==> src/rtl/rxw_pkg.sv <==
package rxw_pkg;
    typedef enum logic [2:0] {
        ST_IDLE,
        ST_FETCH,
        ST_FILL,
        ST_WR_DATA,
        ST_WR_D1,
        ST_WR_D0,
        ST_DROP
    } rxw_state_e;

    localparam int CTL_EN_BIT   = 0;
    localparam int CTL_LB_BIT   = 1;
    localparam int DSC_OWN_BIT  = 0;
    localparam int DSC_WRAP_BIT = 1;
    localparam int DW1_SOF_BIT  = 14;
    localparam int DW1_EOF_BIT  = 15;
endpackage

==> src/rtl/rxw_cfg.sv <==
module rxw_cfg
    import rxw_pkg::*;
(
    input  logic        clk,
    input  logic        rst_n,
    input  logic        cfg_we,
    input  logic        cfg_sel,
    input  logic [31:0] cfg_wdata,
    input  logic        walker_idle,
    output logic        en_o,
    output logic        lb_o,
    output logic [31:0] qptr_o,
    output logic        en_set_o
);
    typedef struct packed {
        logic        en;
        logic        lb;
        logic [31:0] qptr;
    } cfg_t;

    cfg_t cfg_d, cfg_q;

    always_comb begin
        cfg_d    = cfg_q;
        en_set_o = 1'b0;
        if (cfg_we) begin
            if (!cfg_sel) begin
                // loop-back only moves in a write that keeps the receiver off
                if (!cfg_q.en && !cfg_wdata[CTL_EN_BIT])
                    cfg_d.lb = cfg_wdata[CTL_LB_BIT];
                if (!cfg_q.en && cfg_wdata[CTL_EN_BIT])
                    en_set_o = 1'b1;
                cfg_d.en = cfg_wdata[CTL_EN_BIT];
            end else if (!cfg_q.en && walker_idle) begin
                cfg_d.qptr = cfg_wdata & 32'hFFFF_FFFC;
            end
        end
    end

    always_ff @(posedge clk) begin
        if (!rst_n) cfg_q <= '0;
        else        cfg_q <= cfg_d;
    end

    assign en_o   = cfg_q.en;
    assign lb_o   = cfg_q.lb;
    assign qptr_o = cfg_q.qptr;

    AST_QPTR_LOCK: assert property (@(posedge clk) disable iff (!rst_n)
        en_o |=> $stable(qptr_o));
    AST_LB_LOCK: assert property (@(posedge clk) disable iff (!rst_n)
        en_o |=> $stable(lb_o));
endmodule

==> src/rtl/rxw_ring_idx.sv <==
module rxw_ring_idx #(
    parameter int RING_MAX = 1024,
    parameter int IDX_W    = $clog2(RING_MAX)
) (
    input  logic             clk,
    input  logic             rst_n,
    input  logic             clear,
    input  logic             advance,
    input  logic             wrap_hit,
    output logic [IDX_W-1:0] idx_o
);
    localparam logic [IDX_W-1:0] LAST_IDX = IDX_W'(RING_MAX - 1);

    logic [IDX_W-1:0] idx_d, idx_q;

    always_comb begin
        idx_d = idx_q;
        if (clear)
            idx_d = '0;
        else if (advance)
            idx_d = (wrap_hit || idx_q == LAST_IDX) ? '0 : idx_q + 1'b1;
    end

    always_ff @(posedge clk) begin
        if (!rst_n) idx_q <= '0;
        else        idx_q <= idx_d;
    end

    assign idx_o = idx_q;
endmodule

==> src/rtl/rxw_ring_walker.sv <==
module rxw_ring_walker
    import rxw_pkg::*;
#(
    parameter int BUF_BYTES = 128,
    parameter int RING_MAX  = 1024,
    parameter int LEN_W     = 12
) (
    input  logic        clk,
    input  logic        rst_n,
    input  logic        cfg_we,
    input  logic        cfg_sel,
    input  logic [31:0] cfg_wdata,
    output logic        rx_en_o,
    output logic        loopback_o,
    output logic        bna_o,
    input  logic        rx_valid,
    input  logic        rx_sof,
    input  logic        rx_eof,
    input  logic [7:0]  rx_data,
    output logic        rx_ready,
    output logic        mem_req,
    output logic        mem_we,
    output logic [31:0] mem_addr,
    output logic [31:0] mem_wdata,
    input  logic        mem_ack,
    input  logic [31:0] mem_rdata
);
    localparam int CNT_W = $clog2(BUF_BYTES + 1);
    localparam int IDX_W = $clog2(RING_MAX);
    localparam logic [CNT_W-1:0] CNT_FULL = CNT_W'(BUF_BYTES);

    typedef struct packed {
        rxw_state_e       st;
        logic [31:0]      buf_base;
        logic             wrap;
        logic [CNT_W-1:0] cnt;
        logic [LEN_W-1:0] flen;
        logic [31:0]      word;
        logic             first;
        logic             last;
        logic             bna;
    } walk_t;

    walk_t w_d, w_q;

    logic             rx_en, en_set, ring_adv;
    logic [31:0]      qptr, desc_addr, word1;
    logic [IDX_W-1:0] ring_idx;
    logic [CNT_W-1:0] word_off;
    logic [1:0]       lane;

    rxw_cfg u_cfg (
        .clk         (clk),
        .rst_n       (rst_n),
        .cfg_we      (cfg_we),
        .cfg_sel     (cfg_sel),
        .cfg_wdata   (cfg_wdata),
        .walker_idle (w_q.st == ST_IDLE),
        .en_o        (rx_en),
        .lb_o        (loopback_o),
        .qptr_o      (qptr),
        .en_set_o    (en_set)
    );

    rxw_ring_idx #(.RING_MAX(RING_MAX), .IDX_W(IDX_W)) u_ring (
        .clk      (clk),
        .rst_n    (rst_n),
        .clear    (!rx_en && w_q.st == ST_IDLE),
        .advance  (ring_adv),
        .wrap_hit (w_q.wrap),
        .idx_o    (ring_idx)
    );

    assign desc_addr = qptr + 32'({ring_idx, 3'b000});
    assign lane      = w_q.cnt[1:0];
    assign word_off  = (w_q.cnt - 1'b1) & ~CNT_W'(3);

    always_comb begin
        word1                 = '0;
        word1[LEN_W-1:0]      = w_q.last ? w_q.flen : '0;
        word1[DW1_SOF_BIT]    = w_q.first;
        word1[DW1_EOF_BIT]    = w_q.last;
    end

    always_comb begin
        w_d       = w_q;
        rx_ready  = 1'b0;
        mem_req   = 1'b0;
        mem_we    = 1'b0;
        mem_addr  = '0;
        mem_wdata = '0;
        ring_adv  = 1'b0;
        unique case (w_q.st)
            ST_IDLE: begin
                rx_ready = !(rx_en && rx_sof);
                if (rx_en && rx_valid && rx_sof) begin
                    w_d.st    = ST_FETCH;
                    w_d.first = 1'b1;
                    w_d.last  = 1'b0;
                    w_d.flen  = '0;
                end
            end
            ST_FETCH: begin
                mem_req  = 1'b1;
                mem_addr = desc_addr;
                if (mem_ack) begin
                    if (mem_rdata[DSC_OWN_BIT]) begin
                        w_d.bna = 1'b1;
                        w_d.st  = ST_DROP;
                    end else begin
                        w_d.buf_base = mem_rdata & 32'hFFFF_FFFC;
                        w_d.wrap     = mem_rdata[DSC_WRAP_BIT];
                        w_d.cnt      = '0;
                        w_d.word     = '0;
                        w_d.st       = ST_FILL;
                    end
                end
            end
            ST_FILL: begin
                rx_ready = 1'b1;
                if (rx_valid) begin
                    w_d.word[{lane, 3'b000} +: 8] = rx_data;
                    w_d.cnt  = w_q.cnt + 1'b1;
                    w_d.flen = w_q.flen + 1'b1;
                    w_d.last = rx_eof;
                    if (rx_eof || lane == 2'd3) w_d.st = ST_WR_DATA;
                end
            end
            ST_WR_DATA: begin
                mem_req   = 1'b1;
                mem_we    = 1'b1;
                mem_addr  = w_q.buf_base + 32'(word_off);
                mem_wdata = w_q.word;
                if (mem_ack) begin
                    w_d.word = '0;
                    w_d.st   = (w_q.last || w_q.cnt == CNT_FULL) ? ST_WR_D1 : ST_FILL;
                end
            end
            ST_WR_D1: begin
                mem_req   = 1'b1;
                mem_we    = 1'b1;
                mem_addr  = desc_addr + 32'd4;
                mem_wdata = word1;
                if (mem_ack) w_d.st = ST_WR_D0;
            end
            ST_WR_D0: begin
                // ownership handed back last, after status is in place
                mem_req   = 1'b1;
                mem_we    = 1'b1;
                mem_addr  = desc_addr;
                mem_wdata = w_q.buf_base | (32'(w_q.wrap) << DSC_WRAP_BIT) | 32'd1;
                if (mem_ack) begin
                    ring_adv  = 1'b1;
                    w_d.first = 1'b0;
                    w_d.st    = w_q.last ? ST_IDLE : ST_FETCH;
                end
            end
            ST_DROP: begin
                rx_ready = 1'b1;
                if (rx_valid && rx_eof) w_d.st = ST_IDLE;
            end
            default: w_d.st = ST_IDLE;
        endcase
        if (!rx_en && (!mem_req || mem_ack)) w_d.st = ST_IDLE;
        if (en_set) w_d.bna = 1'b0;
    end

    always_ff @(posedge clk) begin
        if (!rst_n) w_q <= '0;
        else        w_q <= w_d;
    end

    assign rx_en_o = rx_en;
    assign bna_o   = w_q.bna;

    AST_BUF_BOUND: assert property (@(posedge clk) disable iff (!rst_n)
        w_q.cnt <= CNT_FULL);
    AST_REQ_HOLD: assert property (@(posedge clk) disable iff (!rst_n)
        (mem_req && !mem_ack) |=> (mem_req && $stable(mem_we) && $stable(mem_addr)
                                   && $stable(mem_wdata)));
    AST_BNA_HOLD: assert property (@(posedge clk) disable iff (!rst_n)
        (w_q.st == ST_FETCH && mem_ack && mem_rdata[DSC_OWN_BIT] && rx_en && !cfg_we)
        |=> $stable(ring_idx));
    AST_DROP_QUIET: assert property (@(posedge clk) disable iff (!rst_n)
        (bna_o && !$past(bna_o)) |-> !mem_req);
endmodule

==> config.mk <==
export PLATFORM = sky130hd
export DESIGN_NAME = rxw_ring_walker
export DESIGN_NICKNAME = d
export VERILOG_FILES = /design/src/rtl/rxw_pkg.sv /design/src/rtl/rxw_cfg.sv /design/src/rtl/rxw_ring_idx.sv /design/src/rtl/rxw_ring_walker.sv
export SDC_FILE = /design/constraint.sdc
export NUM_CORES = 1
export LEC_CHECK = 0
export BUFFER_PORTS_ARGS = -buffer_cell sky130_fd_sc_hd__buf_2
export CAP_MARGIN = 20
export CORE_AREA = 2 2 122 124
export CTS_CLUSTER_SIZE = 16
export DETAILED_ROUTE_END_ITERATION = 10
export DIE_AREA = 0 0 124 126
export PLACE_DENSITY = 0.95
export SLEW_MARGIN = 20
export SYNTH_ARGS = -nofsm -noshare
export SYNTH_HDL_FRONTEND = slang
export SYNTH_SLANG_ARGS = --single-unit
==> constraint.sdc <==
create_clock -name clk -period 7.25 [get_ports clk]
set_clock_uncertainty 0.05 [all_clocks]
set_input_delay 0.3625 -clock clk [delete_from_list [all_inputs] [get_ports clk]]
set_output_delay 0.3625 -clock clk [all_outputs]
set_load 0.05 [all_outputs]
# Yosys cells after proc, flatten, opt, wreduce, memory -nomap -nowiden
# Index checks and enable logic that the tools add are counted.
dict set report op_classes {
  add_sub_neg 8
  n_eq_ne 18
  shift 2
  n_mux 39
  bitwise_logic 4
  n_reduce_logical 38
}
# operator count
set op_table {}
lappend op_table {{one-hot mux 32 bit (3 select lines)} 3}
lappend op_table {{two-way mux 32 bit} 3}
lappend op_table {{two-way mux 52 bit} 1}
lappend op_table {{two-way mux 44 bit} 1}
lappend op_table {{two-way mux 41 bit} 1}
lappend op_table {{adder 32 x 13 -> 32 bit} 1}
lappend op_table {{adder 32 x 3 -> 32 bit (second input constant)} 1}
lappend op_table {{adder 32 x 8 -> 32 bit} 1}
lappend op_table {{bitwise mux 32 bit} 1}
lappend op_table {{bitwise OR 32 x 2 -> 32 bit} 1}
lappend op_table {{variable shift 8 x 7 -> 32 bit (first input constant)} 1}
lappend op_table {{indexed part select 8 x 7 -> 32 bit} 1}
lappend op_table {{two-way mux 3 bit} 9}
lappend op_table {{two-way mux 12 bit} 2}
lappend op_table {{one-hot mux 12 bit (2 select lines)} 1}
lappend op_table {{one-hot mux 3 bit (7 select lines)} 1}
lappend op_table {{inequality test 2 bit (second input constant)} 9}
lappend op_table {{AND reduction 3 bit} 6}
lappend op_table {{one-hot mux 8 bit (2 select lines)} 1}
lappend op_table {{adder 12 x 1 -> 12 bit (second input constant)} 1}
lappend op_table {{adder 10 x 1 -> 10 bit (second input constant)} 1}
lappend op_table {{equality test 10 bit (second input constant)} 1}
lappend op_table {{two-way mux 1 bit} 10}
lappend op_table {{two-way mux 10 bit} 1}
lappend op_table {{24 further kinds} 50}
dict set report totals {
  ff_bits 131
  in_bits 80
  elab_cells 122
}

# Longest topological paths before layout
dict set report logic_depth {
  ltp_word 7
  ltp_mapped 15
  depth_no_buf 15
}

# Cells and area by module
# Synthesis repeated with hierarchy kept, for this count alone.
dict set report unflattened {
  cells_unflattened 1203
  area_unflattened_um2 9384.0
}
# module instances cells_per_inst area_per_inst_um2 seq_area_each_um2
set modules_own_cells {}
lappend modules_own_cells {rxw_ring_walker 1 1000 7512.2 1781.7}
lappend modules_own_cells {rxw_cfg 1 147 1371.3 640.6}
lappend modules_own_cells {rxw_ring_idx 1 56 500.5 200.2}

# Worst setup path before layout
# No wires, ideal clock.
dict set report synth_path {
  path_type {register to output}
  start {register u_ring.idx_q[0] (netlist: u_ring.idx_o[0])}
  end {output mem_addr[24]}
  arrival_time_ns 4.056
  required_time_ns 6.838
  path_slack_ns 2.781
  path_stages_with_launch 11
  n_path_buf 0
  path_cell_list {dfxtp_1 ha_1 fa_1 a21o_1 a221oi_1 mux2_1 or4b_4 nor4_4 nand3_1 xor2_1 o221ai_1}
}
dict set report synth_between {
  elab_chain_len 3
}
# element line
set synth_lines {}
lappend synth_lines {{start: declaration} rxw_ring_idx.sv:14} ;# logic [IDX_W-1:0] idx_d, idx_q;
lappend synth_lines {{start signal: assignment} rxw_ring_idx.sv:26} ;# else idx_q <= idx_d;
lappend synth_lines {{adder 32 x 13 -> 32 bit (*)} rxw_ring_walker.sv:74} ;# assign desc_addr = qptr + 32'({ring_idx, 3'b000});
lappend synth_lines {{adder 32 x 3 -> 32 bit} rxw_ring_walker.sv:142} ;# mem_addr = desc_addr + 32'd4;
lappend synth_lines {{one-hot mux 32 bit (3 select lines) (*)} rxw_ring_walker.sv:93} ;# unique case (w_q.st)
lappend synth_lines {{end: declaration} rxw_ring_walker.sv:23} ;# output logic [31:0] mem_addr,
# Every way passes the cells marked *; elsewhere a longest branch is shown, timed or not.

# Worst setup path in the final report
dict set report layout_path {
  start {register u_ring.idx_q[0] (netlist: u_ring.idx_o[0])}
  end {output mem_addr[28]}
}
# Same word-level chain as after synthesis.

==> out/qor.csv <==
metric;value;unit
Final setup viols;0;
Worst Path Buf+Inv;1;
Post-synth EDFFs;0;
Initial Util;61.2;%
Worst Min Path Start;cfg_wdata[27];
H-tree depth;4;
layout cell share with drive strength beyond 1;16.5;%
Slowest-stage cell, CP;or4b_4;
CP Cell Sequence;ha_1 > fa_1 > a21o_1 > a221oi_1 > mux2_1 > or4b_4 > nor4_4 > nand4_1 > xnor2_1 > a221o_1 > buf_2;
Gate power share;6.4;%
pin count of the biggest net entering global routing;106;
flip-flop and latch area;2620;µm²
Worst Path Max Fanout;6;
Avg Cell Area, Syn;7.56;µm²
Slew @ Worst Pin;1.04;ns
vias in the first global route;8398;
Mapped Cells;1158;
Sw Pwr;0.410;mW
clock share of power;49.3;%
predominant post-synthesis flop cell;dfxtp_1;
synthesized area;8760;µm²
asr flop ratio synth;0;%
CP endpoint kind;primary output;
YS warnings;0;
critical path type;reg2out;
die width;124;µm
CP Data Arrival Time;4.50;ns
DR WL/cell;17.5;µm
Total GRT Usage;32.8;%
Final Cycle Share;67.8;%
CP top delay family;simple AND/OR/NAND/NOR gates;
DR vias/cell;6.22;
TritonCTS Sinks;131;
min cycle time layout;4.91;ns
clock latency on the worst-skew pair;0.43;ns
power per cell area;165;nW/µm²
sequential element share of the synthesized area;29.9;%
startpoint types;flip-flop;
CP max stage delay;0.58;ns
final wirelength;25.6;mm
clock tree buffer depth;2;
most common library cell in the layout ignoring fill and taps;nand2_1;
Ports;150;
DRC viols;0;
DRT iter0 DRCs;995;
CP startpoint;u_ring.idx_o[0]$_SDFFE_PP0P_;
worst endpoint required time;6.84;ns
CTS tree;built;
antenna violations before repair;0;
Root Driver;clkbuf_16;
Net Sw Frac;24.5;%
area grow syn2layout;15.5;%
synthesis-stage register bit count;131;
Setup TNS Final;0;ns
# resized after CTS;0;
RSZ-0062 raised after global routing;no;
reg-to-reg startpoint;w_q[88]$_SDFFE_PP0P_;
CTS buffer count;17;
row count;44;
Routed Antenna Nets;0;
Netlist cell types;75;
Tot Pwr;1.67;mW
Final Hold Fails;0;
sequential share of power;44.3;%
total number of vias;9118;
Hold Crit Class;in2reg;
die height;126;µm
first-pass detailed-route iteration total;8;
Placeable Area;14300;µm²
cts hold-fix bufs;0;
achievable clock frequency;204;MHz
Final #Nets;1374;
most frequent cells in the layout;225 x nand2_1, 147 x buf_2, 131 x dfxtp_1;
first-pass GRT wire length;40.8;mm
max-slew violation count;0;
maximum VDD drop;0.000212;V
status;finished, final reports clean;
IO buf count;147;
ANT cells;0;
number of fill cells in the layout;1128;
total overflow reported by the global router;0;
Leak Pwr;3.92;nW
Rel. slew slack;30.0;%
DIE AREA;15600;µm²
DP HPWL;18.3;mm
Placer Congestion;0.976;
area of the multi-input gates;5780;µm²
Internal;1.26;mW
Post-CTS Setup Repair Bufs;0;
Clock transition at path regs;0.06;ns
Max Cap Viol;0;
-- area by class of cell --
| cell class | instances | share of cell area (%) |
|---|---|---|
| clock buffers | 19 | 4.48 |
| clock inverters | 12 | 1.05 |
| inverters | 35 | 1.30 |
| multi-input cells | 930 | 57.2 |
| flip-flops and latches | 131 | 25.9 |
| well taps | 184 | 2.28 |
| repair buffers | 154 | 7.79 |
-- path summary, 6_finish.rpt --
kind / to / slack (ns) / cells after the start
setup / recovery: mem_addr[28] / 2.34 / 11
hold / removal: u_cfg.qptr_o[27]$_SDFFE_PN0P_ / 0.13 / 3
setup reg to reg: u_ring.idx_o[7]$_SDFFE_PP0P_ / 4.16 / 9
hold reg to reg: w_q[25]$_SDFFE_PN0P_ / 0.41 / 2
-- flip-flops by register name (all words and copies together), names as in the netlist --
| register | count |
|---|---|
| u_cfg.lb_o | 1 |
| u_ring.idx_o | 10 |
| w_q | 86 |
| bna_o | 1 |
| lane | 2 |
| u_cfg.qptr_o | 30 |
| u_cfg.en_o | 1 |
-- cell families (layout without fill, tap and decap cells) --
family	count (synthesis)	after routing	synth area share (%)
AO/OA/AOI/OAI	282	282	23.3
XOR/XNOR	90	90	9.26
adder cells (fa/ha/maj)	25	25	3.74
buffers and inverters	98	220	4.33
flip-flops	131	131	29.9
multiplexers	15	15	1.80
other	1	2	0.0428
AND/OR/NAND/NOR	516	516	27.6
-- routing by layer --
layer / up-vias / share of wire (%) / wire [µm] / track usage [%]
met5: - / 0 / 0 / 0
met4: 0 / 3.4 / 876 / 13.7
met3: 91 / 9.3 / 2390 / 8.11
met2: 482 / 48 / 12400 / 55.3
met1: 4229 / 39 / 9950 / 39.7
li1: 4316 / - / - / -
-- metrics by stage --
| step | cells | instance area [µm²] | setup WS (ns) | hold WS, ns | util, % |
|---|---|---|---|---|---|
| detailed placement | 1434 | 9540 | 2.82 | 0.409 | 66.7 |
| global route | 1465 | 10100 | 2.10 | 0.136 | 70.7 |
| finish | 1465 | 10100 | 2.34 | 0.126 | 70.7 |
| global placement | 1434 | 9540 | 2.86 | 0.401 | 66.7 |
| floorplan | 1159 | 8760 | 2.78 | 0.391 | - |
| CTS | 1465 | 10100 | 2.34 | 0.118 | 70.6 |
-- power by group through the flow --
stage          clock (mW)  sequential [mW]  combinational, mW
2_1_floorplan           0            0.752             0.0682
3_3_place_gp            0            0.755              0.102
3_5_place_dp            0            0.755              0.104
4_1_cts             0.823            0.740              0.105
5_1_grt             0.859            0.741              0.118
6_report            0.823            0.740              0.107
-- cell usage after synthesis, drive strengths merged (10+ instances only) --
| cell | n | area [µm²] |
|---|---|---|
| a222oi | 11 | 110 |
| nor2 | 89 | 334 |
| and3 | 13 | 81.3 |
| nand3 | 71 | 360 |
| ha | 23 | 288 |
| a22o | 19 | 166 |
| xor2 | 43 | 384 |
| o21ai | 29 | 145 |
| a22oi | 16 | 120 |
| nand4 | 20 | 125 |
| inv | 33 | 124 |
| or3 | 10 | 62.6 |
| xnor2 | 47 | 427 |
| nor4 | 13 | 124 |
| a21oi | 35 | 179 |
| a21boi | 97 | 728 |
| clkbuf | 56 | 210 |
| nor3 | 25 | 130 |
| nand2 | 226 | 848 |
| nor2b | 15 | 93.8 |
| dfxtp | 131 | 2620 |
| o22ai | 17 | 106 |
-- worst min-delay path, stage by stage --
cell and delay (ns):
buf_2 0.09, nand2_1 0.04, a21boi_0 0.06
(Power assumes the default switching activity.)
